File: config.mk
export PLATFORM = sky130hd
export DESIGN_NAME = iter_divider
export DESIGN_NICKNAME = d
export VERILOG_FILES = /design/src/rtl/div_pkg.sv /design/src/rtl/div_ctrl.sv /design/src/rtl/div_prep.sv /design/src/rtl/div_step_unit.sv /design/src/rtl/iter_divider.sv
export SDC_FILE = /design/constraint.sdc
export NUM_CORES = 1
export LEC_CHECK = 0
export BUFFER_PORTS_ARGS = -buffer_cell sky130_fd_sc_hd__clkbuf_2
export CORE_ASPECT_RATIO = 1.5
export CORE_MARGIN = 1.5
export CORE_UTILIZATION = 35
export DETAILED_ROUTE_END_ITERATION = 7
export REMOVE_ABC_BUFFERS = 1
export SLEW_MARGIN = 15
export SYNTH_ARGS = -nofsm -noshare
export SYNTH_HDL_FRONTEND = slang
export SYNTH_HIERARCHICAL = 1
export SYNTH_SLANG_ARGS = --single-unit
export TNS_END_PERCENT = 10
File: constraint.sdc
create_clock -name clk -period 10.1 [get_ports clk]
set_input_delay 2.02 -clock clk [delete_from_list [all_inputs] [get_ports clk]]
set_output_delay 2.02 -clock clk [all_outputs]
set_load 0.005 [all_outputs]
File: src/rtl/div_pkg.sv
package div_pkg;
  // Operation performed by the datapath on the current edge
  typedef enum logic [2:0] {
    OP_NONE,
    OP_LOAD,
    OP_STEP,
    OP_FIXQ,
    OP_FIXR
  } div_op_e;
endpackage

File: src/rtl/div_ctrl.sv
module div_ctrl
  import div_pkg::*;
#(
  parameter int W = 16
) (
  input  logic    clk,
  input  logic    rst_n,
  input  logic    start,
  input  logic    step_en,
  input  logic    hold,
  output logic    busy,
  output logic    done,
  output div_op_e op
);
  localparam int PHASES = W + 2;            // steps plus two sign fixes
  localparam int CW     = $clog2(PHASES + 1);

  logic [CW-1:0] cnt;

  always_comb begin
    op = OP_NONE;
    if (!busy && start)
      op = OP_LOAD;
    else if (busy && step_en && !hold) begin
      if (cnt < CW'(W))       op = OP_STEP;
      else if (cnt == CW'(W)) op = OP_FIXQ;
      else                    op = OP_FIXR;
    end
  end

  always_ff @(posedge clk) begin
    if (!rst_n) begin
      busy <= 1'b0;
      done <= 1'b0;
      cnt  <= '0;
    end else begin
      done <= 1'b0;
      unique case (op)
        OP_LOAD: begin
          busy <= 1'b1;
          cnt  <= '0;
        end
        OP_STEP, OP_FIXQ: cnt <= cnt + 1'b1;
        OP_FIXR: begin
          busy <= 1'b0;
          done <= 1'b1;
          cnt  <= '0;
        end
        default: ;
      endcase
    end
  end
endmodule

File: src/rtl/div_prep.sv
module div_prep #(
  parameter int W = 16
) (
  input  logic [2*W-1:0] dividend,
  input  logic [W-1:0]   divisor,
  input  logic           wide,
  input  logic           sgn,
  input  logic           frac,
  output logic [2*W-1:0] num_mag,
  output logic [W-1:0]   den_mag,
  output logic           neg_q,
  output logic           neg_r,
  output logic           den_zero
);
  logic [2*W-1:0] n_ext;
  logic [2*W-1:0] n_abs;
  logic           n_neg;
  logic           d_neg;

  always_comb begin
    if (wide && !frac)
      n_ext = dividend;
    else if (sgn)
      n_ext = {{W{dividend[W-1]}}, dividend[W-1:0]};
    else
      n_ext = {{W{1'b0}}, dividend[W-1:0]};
    n_neg   = sgn & n_ext[2*W-1];
    n_abs   = n_neg ? (~n_ext + (2*W)'(1)) : n_ext;
    num_mag = frac ? (n_abs << (W-1)) : n_abs;
    d_neg   = sgn & divisor[W-1];
    den_mag = d_neg ? (~divisor + W'(1)) : divisor;
    neg_q   = n_neg ^ d_neg;
    neg_r   = n_neg;
    den_zero = (divisor == '0);
  end
endmodule

File: src/rtl/div_step_unit.sv
module div_step_unit #(
  parameter int W = 16
) (
  input  logic [W-1:0] rem_in,
  input  logic [W-1:0] quo_in,
  input  logic [W-1:0] den,
  output logic [W-1:0] rem_out,
  output logic [W-1:0] quo_out
);
  logic [W:0] trial;
  logic [W:0] diff;
  logic       fits;

  always_comb begin
    trial   = {rem_in, quo_in[W-1]};
    diff    = trial - {1'b0, den};
    fits    = (trial >= {1'b0, den});
    rem_out = fits ? diff[W-1:0] : trial[W-1:0];
    quo_out = {quo_in[W-2:0], fits};
  end
endmodule

File: src/rtl/iter_divider.sv
module iter_divider
  import div_pkg::*;
#(
  parameter int W = 16
) (
  input  logic           clk,
  input  logic           rst_n,
  input  logic           start,
  input  logic           step_en,
  input  logic           hold,
  input  logic           mode_wide,
  input  logic           mode_signed,
  input  logic           mode_frac,
  input  logic [2*W-1:0] dividend,
  input  logic [W-1:0]   divisor,
  output logic           busy,
  output logic           done,
  output logic           div_err,
  output logic [W-1:0]   quotient,
  output logic [W-1:0]   remainder
);
  div_op_e        op;
  logic [2*W-1:0] num_mag;
  logic [W-1:0]   den_mag;
  logic           p_neg_q, p_neg_r, p_zero;
  logic [W-1:0]   rem_r, quo_r, den_r;
  logic [W-1:0]   rem_n, quo_n;
  logic           neg_q_r, neg_r_r, err_r;

  div_ctrl #(.W(W)) u_ctrl (
    .clk(clk), .rst_n(rst_n), .start(start), .step_en(step_en),
    .hold(hold), .busy(busy), .done(done), .op(op)
  );

  div_prep #(.W(W)) u_prep (
    .dividend(dividend), .divisor(divisor), .wide(mode_wide),
    .sgn(mode_signed), .frac(mode_frac), .num_mag(num_mag),
    .den_mag(den_mag), .neg_q(p_neg_q), .neg_r(p_neg_r), .den_zero(p_zero)
  );

  div_step_unit #(.W(W)) u_step (
    .rem_in(rem_r), .quo_in(quo_r), .den(den_r),
    .rem_out(rem_n), .quo_out(quo_n)
  );

  always_ff @(posedge clk) begin
    if (!rst_n) begin
      rem_r   <= '0;
      quo_r   <= '0;
      den_r   <= '0;
      neg_q_r <= 1'b0;
      neg_r_r <= 1'b0;
      err_r   <= 1'b0;
    end else begin
      unique case (op)
        OP_LOAD: begin
          rem_r   <= num_mag[2*W-1:W];
          quo_r   <= num_mag[W-1:0];
          den_r   <= den_mag;
          neg_q_r <= p_neg_q;
          neg_r_r <= p_neg_r;
          err_r   <= p_zero;
        end
        OP_STEP: begin
          rem_r <= rem_n;
          quo_r <= quo_n;
        end
        OP_FIXQ: if (neg_q_r) quo_r <= W'(0) - quo_r;
        OP_FIXR: if (neg_r_r) rem_r <= W'(0) - rem_r;
        default: ;
      endcase
    end
  end

  assign quotient  = quo_r;
  assign remainder = rem_r;
  assign div_err   = err_r;
endmodule

==> impl_metrics.ini <==
[outcome]
outcome = finished, final reports clean

[layout]
fin_nets = 992
drive_gt1_share_pct = 17.3
layout-area-overhead-vs-synth_pct = 11.4
regArea_sq_um = 1160
antenna_cells = 0
multi_input_area_sq_um = 4610
fillerInstances = 1916

[clock_network]
cts_made_buffers = 9
cts-resized-gates = 0
clock_tree.root_cell = clkbuf_16
ctsHoldBuffers = 0
htreeDepth = 3
max-clock-path-buffers = 2
clock_sinks = 58
post_cts_buffers = 0
clkTransAtPathRegs_ns = 0.06
clock_latency_ns = 0.34
cts_tree = built

[placed_design]
place_ws_ns = 4.89
io_buffers = 90
hpwl_um = 16700
gp_congestion = 0.984

[die]
coreArea_sq_um = 17900
initial_core_util_pct = 35.5
row_count = 60
die_width_um = 113
pin_count = 91
die_h_um = 168
die-area_sq_um = 19000

[setup_path]
path_depth = 11
startpoint_type = primary input
crit_arrival_ns = 5.29
r2r_slack_ns = 6.36
crit_start = mode_frac
cp.required_ns = 10.35
worstPathCellList = clkbuf_2, nand2b_1, a31oi_1, inv_1, o31ai_1, xor2_1, a221oi_1, inv_1, o21ai_0, a221oi_1, o22ai_1
crit_fanout = 30
crit_end = remainder[7]
reg2reg_depth = 12
regToRegStartpoint = remainder[9]
worstPathBufferInverterCount = 3
worstSetupEndpointType = flip-flop
path_class = in2reg
max_stage_delay_ns = 0.58
critPathSlowestCell = a31oi_1
reg2reg_to = remainder[12]
path_delay_family = compound AO/OA/AOI/OAI gates

[route]
wl_per_cell_um = 19.3
drcViolationCount = 0
ant_nets = 0
drt_iter0_markers = 610
wirelength_um = 22000
first_pass_iters = 7
viasPerCell = 5.99
vias = 6799

[synth]
synth_area_sq_um = 6340
ys.flop_type = dfxtp_1
muxShareOfSynthArea_pct = 4.91
synth_edf_count = 0
synth_cells = 868
ys_warn_count = 6
synth_cell_types = 95
syn_avg_cell_area_sq_um = 7.31
async_flop_share_pct = 0
seq_area_frac_synth_pct = 18.3
synthAdderAreaFrac_pct = 4.66
synth-compound-area-share_pct = 29.2
synth_top_family_by_area = compound AO/OA/AOI/OAI gates
yosys.area_share.simple_pct = 26.5
synth_xor_xnor_area_share_pct = 7.46
synth-seq-cells = 58

[power]
max-vdd-ir-drop_mv = 0.0977
p_leak_uw = 0.00282
power_density_nw_per_um2 = 152

[timing]
post-route-period-util_pct = 49.9
slew_viol_final = 0
relSlewSlack_pct = 32.5
setup_tns_ns = 0
layout_setup_ws_ns = 5.06
setup_violations = 0
hold_violations = 0
rsz0062_at_grt = false
worst_slew_pin_slew_ns = 1.01
period_minus_slack_ns = 5.04
fin_skew_ns = 0.00989
max_clock_freq_mhz = 199

[global_route]
globalRoute.totalOverflow = 0
track_usage_pct = 23.2
grt_antenna_before_repair = 0
grt_pass1_wl_um = 35200
grt_start_max_net_pins = 33
grt_pass1_vias = 6632

[job]
cap_violations = 0

[hold_path]
hold_path.class = reg2reg
per-stage QoR:
stage / util [%] / power, uW / hold slack (ns) / area, sq um / std cells
after global placement: 37.7 / 725 / 0.445 / 6740 / 1119
after global routing: 39.5 / 1130 / 0.478 / 7070 / 1135
after CTS: 39.5 / 1070 / 0.457 / 7070 / 1135
after floorplan: - / 595 / 0.436 / 5970 / 807
after detailed placement: 37.7 / 726 / 0.448 / 6740 / 1119
final: 39.5 / 1070 / 0.456 / 7070 / 1135
layer usage:
layer	wire length, um	track usage, %
met1	8470	25.6
met5	0	0
met4	994	11.0
met3	890	3.24
met2	11600	43.4
where the power goes:
| group | switching (uW) | total, uW | internal (uW) |
|---|---|---|---|
| clock network | 122 | 340 | 218 |
| registers | 30.4 | 276 | 246 |
| logic | 256 | 455 | 199 |
Yosys cell counts (4+ instances only):
cell       instances  area (sq um)
nor4_1             8          50.1
dfxtp_1           58          1160
mux2_4             6          90.1
buf_4             17           128
o21a_1            10          75.1
o21ai_1           15          75.1
o41ai_1            7          61.3
ha_1              22           275
clkbuf_8           5          68.8
nor2_1            61           229
xor2_1            28           245
or4_1              6          45.0
and2_1            13          81.3
o22ai_1           18           113
o211ai_1          10          75.1
or3_1              6          37.5
a31oi_1           12          75.1
inv_1             50           188
clkbuf_1          25          93.8
a221oi_1           7          61.3
nand4_1            6          37.5
buf_2              9          45.0
xnor2_1           26           228
a21oi_1           73           365
o31ai_1           15           113
a211oi_1           9          67.6
a21o_1             8          60.1
nor3_1            29           145
and3_1             6          37.5
nand4b_1           4          35.0
o21ai_0           38           190
nor3b_1            6          45.0
nand3_1           18          90.1
nand2_1           97           364
nor2b_1           14          87.6
o2111ai_1          4          35.0
nand3b_1           5          37.5
mux2_2             8          90.1
mux2i_1           12           120
nand2b_1           9          56.3
flip-flops by register name, summed over array words and instances (netlist names):
register and count:
den_r 16, div_err 1, neg_q_r 1, neg_r_r 1, quotient 16, remainder 16, u_ctrl/busy 1, u_ctrl/cnt 5
u_ctrl/done 1
placed cells by master, fill, tap and decap left out, drive strengths merged, types with 9 or more instances in the layout:
master / count
nor2b: 14
nand2b: 9
o31ai: 15
a211oi: 11
nor4: 11
nand3: 18
xnor2: 26
xor2: 28
o22ai: 18
mux2: 15
o211ai: 11
inv: 54
nor2: 61
and2: 14
a21oi: 74
o21ai: 54
o21a: 10
ha: 22
a31oi: 12
clkbuf: 99
nor3: 32
mux2i: 12
nand2: 98
dfxtp: 58
kinds of logic (layout without fill, tap and decap cells):
logic type | count (synthesis) | count (layout)
compound gates | 274 | 274
xor+xnor | 54 | 54
fa+ha+maj | 23 | 23
buf+inv | 115 | 165
flops | 58 | 58
mux | 27 | 27
simple gates | 317 | 317
how the worst min path moves through the flow:
stage	start	to	slack [ns]	cells after the start
final	div_err	div_err	0.46	2
after global routing	den_r[2]	den_r[2]	0.48	2
after CTS	den_r[11]	den_r[11]	0.46	2
after detailed placement	den_r[11]	den_r[11]	0.45	2
after global placement	den_r[7]	den_r[7]	0.45	2
after floorplan	den_r[10]	den_r[10]	0.44	2
worst register-to-register path: cells and delay by family (launching register included):
family / cells / cell delay, ns
AO/OA/AOI/OAI: 9 / 1.93
adder cells (fa/ha/maj): 1 / 0.43
buffers and inverters: 1 / 0.33
flip-flops: 1 / 0.58
multiplexers: 1 / 0.35
layout make-up:
type / count / area share (%)
Tap cell: 217 / 3.84
Sequential cell: 58 / 16.4
Inverter: 54 / 2.87
Multi-Input combinational cell: 695 / 65.3
Clock buffer: 9 / 3.19
Timing Repair Buffer: 95 / 6.91
Clock inverter: 7 / 1.45
No activity file was read; power rests on OpenSTA's default activity.
